--- config.mk ---
export PLATFORM = sky130hd
export DESIGN_NAME = sr_guard
export DESIGN_NICKNAME = d
export VERILOG_FILES = /design/src/rtl/sr_guard.sv
export SDC_FILE = /design/constraint.sdc
export NUM_CORES = 1
export LEC_CHECK = 0
export ABC_AREA = 1
export BUFFER_PORTS_ARGS = -buffer_cell sky130_fd_sc_hd__buf_4
export CORE_MARGIN = 3
export CORE_UTILIZATION = 27
export CTS_CLUSTER_DIAMETER = 80
export DETAILED_ROUTE_END_ITERATION = 8
export PLACE_DENSITY = 0.67
export SLEW_MARGIN = 20
export SYNTH_ARGS = -nofsm -noshare
export SYNTH_HDL_FRONTEND = slang
export SYNTH_SLANG_ARGS = --single-unit
--- constraint.sdc ---
create_clock -name clk -period 0.8 [get_ports clk]
set_clock_uncertainty 0.05 [all_clocks]
set_input_delay 0.04 -clock clk [delete_from_list [all_inputs] [get_ports clk]]
set_output_delay 0.04 -clock clk [all_outputs]
set_load 0.01 [all_outputs]
--- src/rtl/sr_guard.sv ---
module sr_guard #(
  parameter int ADDR_W = 19
) (
  input  logic              clk,
  input  logic              rst_n,
  input  logic              wp_n,
  input  logic              ev_wren,
  input  logic              ev_wrdi,
  input  logic              ev_wrsr,
  input  logic [7:0]        wrsr_data,
  input  logic              ev_write,
  input  logic [ADDR_W-1:0] write_addr,
  output logic [7:0]        status,
  output logic              sr_write_ok,
  output logic              array_write_ok
);
  localparam int TOP = ADDR_W - 1;

  logic [7:0] sr_q;
  logic       latch, lock, in_range;
  logic [1:0] bp;

  assign latch = sr_q[1];
  assign bp    = sr_q[3:2];
  assign lock  = sr_q[7] & ~wp_n;

  always_comb begin
    case (bp)
      2'b00:   in_range = 1'b0;
      2'b01:   in_range = &write_addr[TOP -: 2];
      2'b10:   in_range = write_addr[TOP];
      default: in_range = 1'b1;
    endcase
  end

  assign sr_write_ok    = ev_wrsr & latch & ~lock;
  assign array_write_ok = ev_write & latch & ~in_range;

  always_ff @(posedge clk or negedge rst_n) begin
    if (!rst_n) begin
      sr_q <= 8'h00;
    end else begin
      if (sr_write_ok) begin
        sr_q[7:2] <= wrsr_data[7:2];
        sr_q[0]   <= wrsr_data[0];
      end
      if (ev_wrdi)      sr_q[1] <= 1'b0;
      else if (ev_wren) sr_q[1] <= 1'b1;
    end
  end

  assign status = sr_q;
endmodule

# Word level (Yosys, flattened, before mapping)
# Index checks and enable logic that the tools add are counted.
totals:
  inputBits: 34
  romBits: 0
  ram_bits: 0
  n_memories: 0
  latchBits: 0
  reg_bits: 8
op_classes:
  bitwise: 8
  mux: 3
  n_lt_le_gt_ge: 0
  n_mul: 0
  n_eq_ne: 2
  addsub: 0
  n_reduce_logical: 3
  div: 0
  shift: 0
op_table:
  columns: ["operator", "n"]
  rows:
  - ["bitwise AND 1 bit", 5]
  - ["inverter 1 bit", 3]
  - ["one-hot mux 1 bit (3 select lines)", 1]
  - ["equality test 2 x 1 -> 1 bit, second input constant", 1]
  - ["equality test 2 bit, second input constant", 1]
  - ["zero test 2 bit", 1]
  - ["two-way mux 1 bit", 2]
  - ["AND reduction 2 bit", 1]
  - ["nonzero test 2 bit", 1]

# Logic depth before layout (Yosys ltp)
depth:
  depth_word: 4
  ltp_mapped: 5
  ltp_nobuf: 5

# Worst setup path after synthesis
# No wires, ideal clock.
synth_timing:
  kind: "register to register"
  start: "reg sr_q[1], in the netlist status[1]"
  end: "reg sr_q[2], in the netlist status[2]"
  slack_ps: -110
  t_arrival_ps: 743
  path_stages_with_launch: 6
  required_ps: 633
  period_less_slack_ps: 910
  setup_ps: 117
  cell_sequence: "dfrtp_1 > nand2_2 > clkinv_4 > nand2_4 > nand2_1 > nand2_1"
synth_via:
  elab_chain_len: 2
synth_rtl:
  columns: ["element", "line_no", "text"]
  rows:
  - ["start, declared", "19", "logic [7:0] sr_q;"]
  - ["start signal, assigned", "41", "sr_q <= 8'h00;"]
  - ["start signal, assigned", "47", "if (ev_wrdi) sr_q[1] <= 1'b0;"]
  - ["start signal, assigned", "48", "else if (ev_wren) sr_q[1] <= 1'b1;"]
  - ["bitwise AND 1 bit (2 in a row)", "36", "assign sr_write_ok = ev_wrsr & latch & ~lock;"]
# Every way passes these cells.
# A chain may end at the register's enable or synchronous reset.

# Final worst setup path
layout_timing:
  start: "reg sr_q[1], in the netlist status[1]"
  end: "out sr_write_ok"
layout_via:
  elab_chain_len: 2
layout_rtl:
  columns: ["element", "line_no", "text"]
  rows:
  - ["bitwise AND 1 bit (2 in a row)", "36", null]
  - ["end, declared", "14", "output logic sr_write_ok,"]
# Every way passes these cells.

==> impl_metrics.yaml <==
clock_network:
  cts-htree-levels: 1
  cts_tree: "done"
  clockRootBuffer: "clkbuf_4"
  cts_max_path_buffers: 2
  cts_buffers: 3
  clkSinkCount: 8
  cts.clk_slew.worst_paths_ps: 60
  clk_latency_ps: 260
worst_setup_path:
  start_kind: "flop"
  ff2ff_setup_slack_ps: -230
  timing.critical_path.to: "sr_write_ok"
  reg2reg_depth: 5
  end_kind: "output port"
  crit_start: "status[1]"
  crit_type: "flop to output port"
  r2r_end: "status[4]"
  cp_max_fo: 3
  cp.required_ps: 710
  r2r_start: "status[7]"
  critPathArrivalTime_ps: 1040
logic_synthesis:
  ys_warn_count: 0
  synth_area_leaders: "dfrtp_1 54%, nand2_1 15%, nand3_1 11%"
  synth_top_area_frac: 0.537
  postSynthAreaPerCell_um2: 8.29
  yosys.area.top_type: "dfrtp_1"
  ys_ff_latch: 8
  synthDistinctLibCells: 10
  syn_area_um2: 373
  synthCells: 45
  ys_seq_area_frac: 0.537
  synth_nets: 79
sta:
  slew_headroom: 0.897
  tightest_slew_ps: 155
  fin_hold_ws_ps: 66.7
  worst_slack_ps: -325
  slew_violations: 0
  rsz0062_at_grt: "yes"
  finalHoldViolations: 0
  timing.fmax_mhz: 889
  period_share: 1.41
  finalSetupViolations: 18
  fin_crit_ps: 1130
final_layout:
  multi_input_area_um2: 179
  synthToLayoutAreaGrowth_pct: 139
  final_area_um2: 891
  fin_util: 0.742
  fin_nets: 134
  drive_gt1_frac: 0.551
  largest_reg_flops: 8
  diodes: 0
  fillerInstances: 94
  regArea_um2: 200
detailed_routing:
  drc_errors: 0
  drtAntennaViolNets: 0
  via_per_inst: 4.39
  routedWlPerCell_um: 11.6
  totalWireLength_um: 1300
  dr.pass1.iters: 4
  drt_iter0_markers: 7
  vias: 492
grt:
  first_global_vias: 451
  overflow: 0
  grt_start_max_net_pins: 9
  antenna_found_initial: 0
  grt_pass1_wl_um: 1950
  grt_usage: 0.150
floorplanning:
  start_util: 0.310
  rows: 12
  core_area_mm2: 0.00120
  die-area_mm2: 0.00186
  io_pins: 44
  die_w_um: 43.2
  fp.dieH_um: 43.2
placed_design:
  dp_hpwl_um: 821
  port_buffers: 25
  place_area_um2: 611
  post-place-ws_ps: -139
  place_congestion: 0.796
outcome:
  status: "finished, violations left"
  violations: "setup timing"
run:
  drv_cap: 0
pwr:
  ir_drop_uv: 1020
  p_leak_nw: 0.477
  report.power.total_mw: 1.57
  power_density_mw_per_mm2: 1760
min_path:
  hold_class: "primary input to async pin"
-- cells by family (layout without fill, tap and decap cells) --
kind of cell,count (synthesis),after routing,share of synthesized area
AO/OA/AOI/OAI,1,1,0.0134
buffers and inverters,5,58,0.0638
flip-flops,8,8,0.537
AND/OR/NAND/NOR,31,31,0.386
-- cell usage after synthesis --
cell / n
nor2_1: 5
o21ai_1: 1
clkinv_4: 1
inv_2: 1
nand3_1: 8
nand2_1: 15
inv_1: 3
nand2_4: 2
nand2_2: 1
dfrtp_1: 8
-- layout make-up --
class	count	share of cell area
sequential	8	0.225
multi-input combinational	32	0.201
tap	14	0.0197
inverter	5	0.0295
timing repair buffer	50	0.500
clock buffer	3	0.0253
-- layer usage --
layer	GRT usage	wire length [µm]	up-vias
met5	0	0	-
met4	0.0904	25	0
met3	0.0551	90	4
met2	0.215	617	24
met1	0.187	568	216
li1	-	-	248
-- how the worst min path moves through the flow --
stage	from	end	slack, ps	depth (start not counted)
finish	rst_n	status[3]	70	2
global route	rst_n	status[2]	90	2
CTS	rst_n	status[7]	70	2
detailed placement	rst_n	status[7]	-180	1
global placement	rst_n	status[1]	-180	1
floorplan	rst_n	status[0]	-310	0
-- timing repair --
action,CTS,global route
pin swaps,4,6
gates resized for setup,10,9
setup endpoints to repair,18,18
hold endpoints to repair,16,0
setup buffers,9,3
hold buffers,10,0
-- worst max-delay path: stages, from the launching register on --
cell	delay, ps
dfrtp_1	410
nand2_2	110
clkinv_4	80
nand2_8	60
inv_4	30
buf_6	100
-- cell usage in the layout, fill, tap and decap left out, drive strengths merged --
| cell type | synthesis | routed |
|---|---|---|
| buf | 0 | 40 |
| clkbuf | 0 | 3 |
| clkinv | 1 | 1 |
| dfrtp | 8 | 8 |
| dlygate4sd3 | 0 | 10 |
| inv | 4 | 4 |
| nand2 | 18 | 18 |
| nand3 | 8 | 8 |
| nor2 | 5 | 5 |
| o21ai | 1 | 1 |
-- where the power goes --
group          internal, mW  switching [mW]  leakage, nW
Sequential            0.482          0.0707       0.0984
Clock                 0.173           0.152       0.0138
Combinational         0.434           0.255        0.365
Total                  1.09           0.478        0.477
-- stage by stage --
step | TNS [ps] | cells
after floorplan | -762 | 45
after global placement | -644 | 88
after detailed placement | -998 | 88
after CTS | -3340 | 109
after global routing | -4110 | 112
final | -3250 | 112
(Power assumes the default switching activity.)
